$ cat src/rtl/xvc_pkg.sv
package xvc_pkg;

    localparam int OFFSET_W = 6;

    typedef enum logic [1:0] {
        SRC_L1  = 2'd0,
        SRC_L2  = 2'd1,
        SRC_MEM = 2'd2
    } src_e;

    typedef enum logic [2:0] {
        ST_IDLE,
        ST_L1LOOK,
        ST_L2WAIT,
        ST_FILL,
        ST_RESP
    } state_e;

endpackage

$ cat src/rtl/xvc_l1.sv
module xvc_l1 #(
    parameter int LINE_W = 26,
    parameter int SETS   = 8
) (
    input  logic              clk,
    input  logic              rst,
    input  logic [LINE_W-1:0] lk_line,
    output logic              hit,
    output logic              hit_way,
    output logic              vic_valid,
    output logic [LINE_W-1:0] vic_line,
    input  logic              touch_en,
    input  logic              ins_en
);
    localparam int IDX_W = $clog2(SETS);
    localparam int TAG_W = LINE_W - IDX_W;

    logic [TAG_W-1:0] tag_q   [SETS][2];
    logic [1:0]       valid_q [SETS];
    logic [SETS-1:0]  lru_q;

    logic [IDX_W-1:0] set_i;
    logic [TAG_W-1:0] tag_i;
    logic [1:0]       way_hit;
    logic             vway;

    assign set_i = lk_line[IDX_W-1:0];
    assign tag_i = lk_line[LINE_W-1:IDX_W];

    for (genvar w = 0; w < 2; w++) begin : g_match
        assign way_hit[w] = valid_q[set_i][w] && (tag_q[set_i][w] == tag_i);
    end

    assign hit     = |way_hit;
    assign hit_way = way_hit[1];

    always_comb begin
        if (!valid_q[set_i][0])      vway = 1'b0;
        else if (!valid_q[set_i][1]) vway = 1'b1;
        else                         vway = lru_q[set_i];
    end

    assign vic_valid = &valid_q[set_i];
    assign vic_line  = {tag_q[set_i][vway], set_i};

    always_ff @(posedge clk) begin
        if (rst) begin
            for (int s = 0; s < SETS; s++) valid_q[s] <= '0;
            lru_q <= '0;
        end else begin
            if (touch_en) lru_q[set_i] <= ~hit_way;
            if (ins_en) begin
                valid_q[set_i][vway] <= 1'b1;
                lru_q[set_i]         <= ~vway;
            end
        end
    end

    always_ff @(posedge clk) begin
        if (ins_en) tag_q[set_i][vway] <= tag_i;
    end

    AST_L1_NO_DUP: assert property (@(posedge clk) disable iff (rst)
        ins_en |-> !hit) else $error("line installed twice in level one");

endmodule

$ cat src/rtl/xvc_l2.sv
module xvc_l2 #(
    parameter int LINE_W = 26,
    parameter int SETS   = 8,
    parameter int WAYS   = 8
) (
    input  logic                     clk,
    input  logic                     rst,
    input  logic [LINE_W-1:0]        lk_line,
    output logic                     hit,
    output logic [$clog2(WAYS)-1:0]  hit_way,
    input  logic                     inv_en,
    input  logic                     ins_en,
    input  logic [LINE_W-1:0]        ins_line,
    input  logic                     ins_swap,
    output logic                     ev_valid,
    output logic [LINE_W-1:0]        ev_line
);
    localparam int IDX_W  = $clog2(SETS);
    localparam int TAG_W  = LINE_W - IDX_W;
    localparam int WAY_W  = $clog2(WAYS);
    localparam int TREE_W = WAYS - 1;

    logic [TAG_W-1:0]  tag_q   [SETS][WAYS];
    logic [WAYS-1:0]   valid_q [SETS];
    logic [TREE_W-1:0] tree_q  [SETS];

    function automatic logic [WAY_W-1:0] plru_pick(input logic [TREE_W-1:0] t);
        logic [WAY_W-1:0] w;
        int n;
        logic b;
        w = '0;
        n = 0;
        for (int l = 0; l < WAY_W; l++) begin
            b = t[n];
            w = WAY_W'({w, b});
            n = 2 * n + 1 + int'(b);
        end
        return w;
    endfunction

    function automatic logic [TREE_W-1:0] plru_touch(input logic [TREE_W-1:0] t,
                                                     input logic [WAY_W-1:0] way);
        logic [TREE_W-1:0] r;
        int n;
        logic b;
        r = t;
        n = 0;
        for (int l = 0; l < WAY_W; l++) begin
            b    = way[WAY_W-1-l];
            r[n] = ~b;
            n    = 2 * n + 1 + int'(b);
        end
        return r;
    endfunction

    logic [IDX_W-1:0] lset, iset;
    logic [TAG_W-1:0] ltag, itag;
    logic [WAYS-1:0]  match;
    logic [WAY_W-1:0] free_way, pick_way, vway, ins_way;
    logic             has_free;

    assign lset = lk_line[IDX_W-1:0];
    assign ltag = lk_line[LINE_W-1:IDX_W];
    assign iset = ins_line[IDX_W-1:0];
    assign itag = ins_line[LINE_W-1:IDX_W];

    for (genvar w = 0; w < WAYS; w++) begin : g_match
        assign match[w] = valid_q[lset][w] && (tag_q[lset][w] == ltag);
    end

    assign hit = |match;

    always_comb begin
        hit_way = '0;
        for (int w = 0; w < WAYS; w++)
            if (match[w]) hit_way = WAY_W'(w);
    end

    always_comb begin
        free_way = '0;
        has_free = 1'b0;
        for (int w = WAYS - 1; w >= 0; w--) begin
            if (!valid_q[iset][w]) begin
                free_way = WAY_W'(w);
                has_free = 1'b1;
            end
        end
    end

    assign pick_way = plru_pick(tree_q[iset]);
    assign vway     = has_free ? free_way : pick_way;
    assign ins_way  = ins_swap ? hit_way : vway;
    assign ev_valid = !has_free;
    assign ev_line  = {tag_q[iset][pick_way], iset};

    always_ff @(posedge clk) begin
        if (rst) begin
            for (int s = 0; s < SETS; s++) begin
                valid_q[s] <= '0;
                tree_q[s]  <= '0;
            end
        end else begin
            if (inv_en) valid_q[lset][hit_way] <= 1'b0;
            if (ins_en) begin
                valid_q[iset][ins_way] <= 1'b1;
                tree_q[iset]           <= plru_touch(tree_q[iset], ins_way);
            end
        end
    end

    always_ff @(posedge clk) begin
        if (ins_en) tag_q[iset][ins_way] <= itag;
    end

    AST_L2_INV_ON_HIT: assert property (@(posedge clk) disable iff (rst)
        inv_en |-> hit) else $error("level two invalidate without a hit");

endmodule

$ cat src/rtl/xvc_ctrl.sv
module xvc_ctrl
    import xvc_pkg::*;
#(
    parameter int ADDR_W   = 32,
    parameter int L1_SETS  = 8,
    parameter int L2_SETS  = 8,
    parameter int L2_WAYS  = 8,
    parameter int L1_LAT   = 3,
    parameter int L2_EXTRA = 9
) (
    input  logic              clk,
    input  logic              rst,
    input  logic              req_valid,
    output logic              req_ready,
    input  logic [ADDR_W-1:0] req_addr,
    output logic              rsp_valid,
    output logic [1:0]        rsp_src,
    output logic              fill_valid,
    output logic [ADDR_W-1:0] fill_addr,
    input  logic              fill_done,
    output logic              evict_valid,
    output logic [ADDR_W-1:0] evict_addr
);
    localparam int LINE_W   = ADDR_W - OFFSET_W;
    localparam int L2_IDX_W = $clog2(L2_SETS);
    localparam int MAX_LAT  = (L1_LAT > L2_EXTRA) ? L1_LAT : L2_EXTRA;
    localparam int CNT_W    = $clog2(MAX_LAT + 1);
    localparam int L2_WAY_W = $clog2(L2_WAYS);

    state_e              state_q;
    src_e                src_q;
    logic [CNT_W-1:0]    cnt_q;
    logic [LINE_W-1:0]   line_q;
    logic                evict_q;
    logic [LINE_W-1:0]   evict_line_q;

    logic                l1_hit, l1_hit_way, l1_vic_valid;
    logic [LINE_W-1:0]   l1_vic_line;
    logic                l2_hit, l2_ev_valid;
    logic [L2_WAY_W-1:0] l2_hit_way;
    logic [LINE_W-1:0]   l2_ev_line;

    logic look_done, fill_take;
    logic l1_touch, l1_ins, l2_inv, l2_ins, l2_swap, evict_now;

    assign look_done = (state_q == ST_L1LOOK) && (cnt_q == CNT_W'(L1_LAT - 1));
    assign fill_take = (state_q == ST_FILL) && fill_done;
    assign l1_touch  = look_done && l1_hit;
    assign l2_inv    = look_done && !l1_hit && l2_hit;
    assign l1_ins    = l2_inv || fill_take;
    assign l2_ins    = l1_ins && l1_vic_valid;
    assign l2_swap   = l2_inv && (l1_vic_line[L2_IDX_W-1:0] == line_q[L2_IDX_W-1:0]);
    assign evict_now = l2_ins && !l2_swap && l2_ev_valid;

    xvc_l1 #(.LINE_W(LINE_W), .SETS(L1_SETS)) l1_i (
        .clk       (clk),
        .rst       (rst),
        .lk_line   (line_q),
        .hit       (l1_hit),
        .hit_way   (l1_hit_way),
        .vic_valid (l1_vic_valid),
        .vic_line  (l1_vic_line),
        .touch_en  (l1_touch),
        .ins_en    (l1_ins)
    );

    xvc_l2 #(.LINE_W(LINE_W), .SETS(L2_SETS), .WAYS(L2_WAYS)) l2_i (
        .clk      (clk),
        .rst      (rst),
        .lk_line  (line_q),
        .hit      (l2_hit),
        .hit_way  (l2_hit_way),
        .inv_en   (l2_inv),
        .ins_en   (l2_ins),
        .ins_line (l1_vic_line),
        .ins_swap (l2_swap),
        .ev_valid (l2_ev_valid),
        .ev_line  (l2_ev_line)
    );

    always_ff @(posedge clk) begin
        if (rst) begin
            state_q <= ST_IDLE;
            src_q   <= SRC_L1;
            cnt_q   <= '0;
            line_q  <= '0;
            evict_q <= 1'b0;
        end else begin
            evict_q <= evict_now;
            case (state_q)
                ST_IDLE: begin
                    if (req_valid) begin
                        line_q  <= req_addr[ADDR_W-1:OFFSET_W];
                        cnt_q   <= '0;
                        state_q <= ST_L1LOOK;
                    end
                end
                ST_L1LOOK: begin
                    if (look_done) begin
                        cnt_q <= '0;
                        if (l1_hit) begin
                            src_q   <= SRC_L1;
                            state_q <= ST_RESP;
                        end else if (l2_hit) begin
                            src_q   <= SRC_L2;
                            state_q <= ST_L2WAIT;
                        end else begin
                            src_q   <= SRC_MEM;
                            state_q <= ST_FILL;
                        end
                    end else begin
                        cnt_q <= cnt_q + 1'b1;
                    end
                end
                ST_L2WAIT: begin
                    if (cnt_q == CNT_W'(L2_EXTRA - 1)) state_q <= ST_RESP;
                    else                               cnt_q   <= cnt_q + 1'b1;
                end
                ST_FILL: begin
                    if (fill_done) state_q <= ST_RESP;
                end
                ST_RESP:  state_q <= ST_IDLE;
                default:  state_q <= ST_IDLE;
            endcase
        end
    end

    always_ff @(posedge clk) begin
        if (evict_now) evict_line_q <= l2_ev_line;
    end

    assign req_ready   = (state_q == ST_IDLE);
    assign rsp_valid   = (state_q == ST_RESP);
    assign rsp_src     = src_q;
    assign fill_valid  = (state_q == ST_FILL);
    assign fill_addr   = {line_q, {OFFSET_W{1'b0}}};
    assign evict_valid = evict_q;
    assign evict_addr  = {evict_line_q, {OFFSET_W{1'b0}}};

    AST_EXCLUSIVE: assert property (@(posedge clk) disable iff (rst)
        (state_q == ST_L1LOOK) |-> !(l1_hit && l2_hit)) else $error("line in both levels");

    AST_RSP_PULSE: assert property (@(posedge clk) disable iff (rst)
        rsp_valid |=> !rsp_valid) else $error("response longer than one cycle");

    AST_READY_BUSY: assert property (@(posedge clk) disable iff (rst)
        rsp_valid |-> !req_ready) else $error("ready during response");

    AST_FILL_HOLD: assert property (@(posedge clk) disable iff (rst)
        (fill_valid && !fill_done) |=> (fill_valid && $stable(fill_addr))) else $error("fill dropped");

    AST_EVICT_PULSE: assert property (@(posedge clk) disable iff (rst)
        evict_valid |=> !evict_valid) else $error("eviction longer than one cycle");

endmodule

$ cat config.mk
export PLATFORM = sky130hd
export DESIGN_NAME = xvc_ctrl
export DESIGN_NICKNAME = d
export VERILOG_FILES = /design/src/rtl/xvc_pkg.sv /design/src/rtl/xvc_l1.sv /design/src/rtl/xvc_l2.sv /design/src/rtl/xvc_ctrl.sv
export SDC_FILE = /design/constraint.sdc
export NUM_CORES = 2
export LEC_CHECK = 0
export ABC_AREA = 1
export BUFFER_PORTS_ARGS = -buffer_cell sky130_fd_sc_hd__buf_2
export CAP_MARGIN = 20
export CORE_MARGIN = 3
export CORE_UTILIZATION = 41
export CTS_CLUSTER_SIZE = 20
export DETAILED_ROUTE_END_ITERATION = 8
export MAX_ROUTING_LAYER = met4
export SYNTH_ARGS = -nofsm -noshare
export SYNTH_HDL_FRONTEND = slang
export SYNTH_SLANG_ARGS = --single-unit
$ cat constraint.sdc
create_clock -name clk -period 9.6 [get_ports clk]
set_clock_uncertainty 0.05 [all_clocks]
set_input_delay 1.44 -clock clk [delete_from_list [all_inputs] [get_ports clk]]
set_output_delay 1.44 -clock clk [all_outputs]
set_load 0.05 [all_outputs]
# [Word-level counts from Yosys, hierarchy flattened]
# Memory sizes are Yosys's and may differ from the RTL's. A register that Yosys moved wholly into a read port is not among the register bits.
# Index checks and enable logic that the tools add are counted.
[op_classes] addsub=7 n_mul=0 div=0 magnitude_cmp=19 eq_ne=21 shift=0 mux=118 bitwise=16 reduce_logical=42
[op_table] cell="== test 23 bit" count=10
[op_table] cell="2-to-1 mux 184 bit" count=1
[op_table] cell="2-to-1 mux 23 bit" count=7
[op_table] cell="< comparator 32 x 5 -> 1 bit (second input constant)" count=4
[op_table] cell="2-to-1 mux 3 bit" count=32
[op_table] cell="binary-select mux 23 bit (select 3 bit)" count=1
[op_table] cell="demux 23 bit (select 3 bit)" count=1
[op_table] cell="adder 32 x 2 -> 32 bit" count=2
[op_table] cell="adder 32 x 2 -> 32 bit (second input constant)" count=2
[op_table] cell="greater-or-equal comparator 32 x 1 -> 1 bit (second input constant)" count=2
[op_table] cell="2-to-1 mux 8 bit" count=7
[op_table] cell="2-to-1 mux 46 bit" count=1
[op_table] cell="2-to-1 mux 1 bit" count=41
[op_table] cell="logical AND 1 bit" count=26
[op_table] cell="demux 23 bit (select 1 bit)" count=1
[op_table] cell="bitwise mux 8 bit" count=2
[op_table] cell="OR reduction 8 bit" count=2
[op_table] cell="demux 1 bit (select 3 bit)" count=5
[op_table] cell="bitwise mux 7 bit" count=2
[op_table] cell="2-to-1 mux 2 bit" count=7
[op_table] cell="< comparator 3 x 4 -> 1 bit (second input constant)" count=3
[op_table] cell="2-to-1 mux 4 bit" count=3
[op_table] cell="one-hot mux 3 bit (4 select lines)" count=1
[op_table] cell="one-hot mux 4 bit (3 select lines)" count=1
[op_table] cell="32 further kinds" count=59
[word_totals] register_bits=70 latch_bits=0 mem_bits_rw=1976 mem_bits_ro=0 output_inout_bits=70 mem_count=5
[memory_table] memory="l2_i.tag_q" words=8 width=184 rd=1 rd_ports_with_merged_regs=1 write_ports=1 line="xvc_l2.sv:23" rtl="logic [TAG_W-1:0] tag_q [SETS][WAYS];"
[memory_table] memory="l1_i.tag_q" words=8 width=46 rd=1 rd_ports_with_merged_regs=1 write_ports=1 line="xvc_l1.sv:18" rtl="logic [TAG_W-1:0] tag_q [SETS][2];"
[memory_table] memory="l2_i.valid_q" words=8 width=8 rd=1 rd_ports_with_merged_regs=1 write_ports=8 line="xvc_l2.sv:24" rtl="logic [WAYS-1:0] valid_q [SETS];"
[memory_table] memory="l2_i.tree_q" words=8 width=7 rd=1 rd_ports_with_merged_regs=1 write_ports=8 line="xvc_l2.sv:25" rtl="logic [TREE_W-1:0] tree_q [SETS];"
[memory_table] memory="l1_i.valid_q" words=8 width=2 rd=1 rd_ports_with_merged_regs=1 write_ports=8 line="xvc_l1.sv:19" rtl="logic [1:0] valid_q [SETS];"

# [Depth between registers and ports, before layout]
[logic_depth] word_depth=19 ltp_mapped=29 mapped_depth_nobuf=26

# [Modules after synthesis]
# A second synthesis with hierarchy kept.
[unflattened] cells_unflattened=10126 area_unflattened_um2=96757.8
[modules_own_cells] module="xvc_l2" instances=1 cells_per_inst=8241 area_per_inst_um2=77337.9
[modules_own_cells] module="xvc_l1" instances=1 cells_per_inst=1623 area_per_inst_um2=16901.2
[modules_own_cells] module="xvc_ctrl" instances=1 cells_per_inst=262 area_per_inst_um2=2518.7

# [Least setup slack after synthesis]
# OpenSTA, ideal clock, no wires.
[synth_path] kind="register -> register" start="register (tool-made name)" end="memory l2_i.tag_q[0][0] (netlist name), data pin" arrival_time_ps=4220 required_ps=8848 slack_ps=4628 stages_incl_launch_ff=14 path_buffers=5 path_cell_list="dfxtp_1 > buf_4 > buf_6 > buf_2 > buf_2 > nor2_1 > nor2_1 > o21ai_0 > nand2_1 > nand2_1 > nand2_1 > nand2_1 > clkbuf_1 > o21ai_0"
[synth_rtl] item="end: declaration" line="xvc_l2.sv:23"

==> impl_metrics.env <==
export IMPL_outcome="completed"
export IMPL_crit_path_start_kind="register"
export IMPL_async_reset_ff_frac=0
export IMPL_dp_cells=12489
export IMPL_max_cap_violations=0
export IMPL_design_power_total_w=0.0238
export IMPL_area_growth_syn_to_layout_pct=12.2
export IMPL_clock_sinks=2049
export IMPL_ys_ff_latch=2049
export IMPL_place_ws_ns=2.36
export IMPL_fin_setup_tns_ns=0
export IMPL_gp_congestion=0.975
export IMPL_hp_class="reg -> reg"
export IMPL_finalNonFillerCells=12903
export IMPL_io_pins=106
export IMPL_htreeDepth=4
export IMPL_slew_viol_final=0
export IMPL_worst_path_most_repeated_cell="nand2_1"
export IMPL_grt_pass1_wl_um=448000
export IMPL_yosys_warnings=0
export IMPL_p_per_area_nw_per_um2=229
export IMPL_layout_min_cycle_time_ns=7.51
export IMPL_synth_edf_count=1986
export IMPL_port_buffers=87
export IMPL_grt_pass1_vias=64032
export IMPL_vdd_drop_max_mv=0.201
export IMPL_die_h_um=482
export IMPL_syn_cell_area_sq_um=92800
export IMPL_worst_path_max_delay_cell="dfxtp_4"
export IMPL_holdBufCountCts=0
export IMPL_dieArea_sq_um=232000
export IMPL_worst_pin_slew_ns=1.15
export IMPL_yosys_area_top_type="edfxtp_1"
export IMPL_synth_cell_types=52
export IMPL_syn_area_per_cell_sq_um=9.58
export IMPL_floorplan_initialDensity=0.413
export IMPL_synthCells=9692
export IMPL_nets=9755
export IMPL_setup_violations=0
export IMPL_core_area_sq_um=225000
export IMPL_max_stage_delay_ns=0.91
export IMPL_synthTopCellsByArea="edfxtp_1, nand2_1, nand3_1"
export IMPL_drive_gt1_frac=0.0815
export IMPL_synth_ff_type="edfxtp_1"
export IMPL_p_leak_nw=43.0
export IMPL_worst_ep_arrival_time_ns=8.00
export IMPL_vias=69341
export IMPL_drt_first_pass_iters=8
export IMPL_worst_slack_ns=2.09
export IMPL_cts_made_buffers=212
export IMPL_whs_ns=0.400
export IMPL_grt_overflow_total=0
export IMPL_path_cells="buf_4, buf_4, nand2_1, nand3_1, nand3_1, nand2_1, nand2_1, nand2_1, nor2_1, nand2_1, nor2_1, nand3_1, nand2_1, nor2_2, nand2_1, nand2_4, nand2_1, nand2_1, ha_1, nand3_1, nor2_2, buf_4"
export IMPL_drc=0
export IMPL_rsz0062_at_grt="false"
export IMPL_clk_pin_slew_ns=0.06
export IMPL_synth_yosys_seq_area_share=0.656
export IMPL_crit_required_ns=10.09
export IMPL_ys_top_cells_by_count="nand2_1, edfxtp_1, nand3_1"
export IMPL_antenna_found_initial=10
export IMPL_nFillCells=20675
export IMPL_synth_top_cell_area_share=0.642
export IMPL_fmax_mhz=133
export IMPL_post_cts_repair_setup_buffers=0
export IMPL_antenna_left=0
export IMPL_criticalPathCategory="reg -> reg"
export IMPL_dpl_hpwl_um=181000
export IMPL_slew_headroom=0.236
export IMPL_track_usage=0.274
export IMPL_rows=174
export IMPL_cts_root_buf="clkbuf_16"
export IMPL_wire_per_inst_um=24.4
export IMPL_clk_latency_ns=0.89
export IMPL_yosysMostFrequentCell="nand2_1"
export IMPL_first_iter_violations=8697
export IMPL_wl_um=315000
export IMPL_cts_resized_gates=0
export IMPL_worstPathMaxFanout=57
export IMPL_cts_tree="yes"
export IMPL_grt_max_degree=186
export IMPL_endpoint_kind="register"
export IMPL_final_hold_viol_count=0
export IMPL_viasPerCell=5.37
export IMPL_die_x_um=482
export IMPL_finalCritPeriodShare=0.782
export IMPL_cts_buffer_depth=3
-- where the power goes --
part	internal, W	switching, W
Combinational	0.000928	0.00399
Clock	0.00475	0.00362
Sequential	0.0105	0.0000625
Total	0.0162	0.00767
-- cell usage in the layout, fill, tap and decap left out, drive strengths merged, types with 14 or more instances in the layout --
cell type / n
nand2: 3137
clkinv: 113
inv: 1217
dfxtp: 63
o21a: 16
buf: 309
nor2: 993
bufinv: 22
edfxtp: 1986
o21ai: 290
a31oi: 23
a21oi: 85
clkbuf: 260
diode: 14
nand3: 1272
-- per-layer routing --
layer  track usage  vias up  wire [um]
met5             -        -          0
met4         0.142        0      18600
met3        0.0607      704      33900
met2         0.405     3759     139000
met1         0.354    33316     124000
li1              -    31562          -
-- stage by stage --
step	cell area, sq um	util
after global routing	104000	0.463
after CTS	104000	0.463
after floorplan	92900	-
after detailed placement	97100	0.432
final	104000	0.463
after global placement	97100	0.432
-- logic make-up (layout without fill, tap and decap cells) --
group / Yosys count / after routing / share of synthesized area
adders and majority gates: 7 / 7 / 0.000943
AOI/OAI and AO/OA: 469 / 469 / 0.0279
muxes: 4 / 4 / 0.000431
DFF: 2049 / 2049 / 0.656
and+or+nand+nor: 5425 / 5425 / 0.239
buffers and inverters: 1736 / 1930 / 0.0758
xor gates and xnor gates: 1 / 1 / 0.0000944
other: 1 / 26 / 0.0000404
-- sequential cells by signal, summed over array words and instances, names as in the netlist, named ones only --
signal        flops
cnt_q             4
evict_line_q     26
evict_valid       1
l1_i.lru_q        8
l1_i.tag_q      368
l1_i.valid_q     16
l2_i.tag_q     1472
l2_i.tree_q      56
l2_i.valid_q     64
line_q           26
rsp_src           2
state_q           3
-- area by class of cell --
class	instances	area, sq um	share of cell area
clock buffers	260	5590	0.0536
inverters	1222	4620	0.0444
well taps	2992	3740	0.0359
multi-input cells	5918	25500	0.245
flip-flops and latches	2049	60900	0.585
clock inverters	139	1450	0.0139
diodes	14	35.0	0.000336
repair buffers	309	2340	0.0225
-- path summary, 6_finish.rpt --
path,cells after the start,startpoint,end,slack [ns]
worst max-delay path,22,register,l2_i.tag_q[4][168]$_DFFE_PP_,2.09
worst min register to register,2,line_q[19]$_SDFFE_PP0P_,line_q[19]$_SDFFE_PP0P_,0.40
worst max register to register,22,register,l2_i.tag_q[4][168]$_DFFE_PP_,2.09
worst min-delay path,2,line_q[19]$_SDFFE_PP0P_,line_q[19]$_SDFFE_PP0P_,0.40
-- worst max-delay path, delay by kind of cell, from the launching register on --
family                   cells  cell delay (ns)
AND/OR/NAND/NOR             18             4.09
buffers and inverters        3             1.54
flip-flops                   1             0.91
adder cells (fa/ha/maj)      1             0.40
Note: power is estimated with default switching activity, not from simulation.
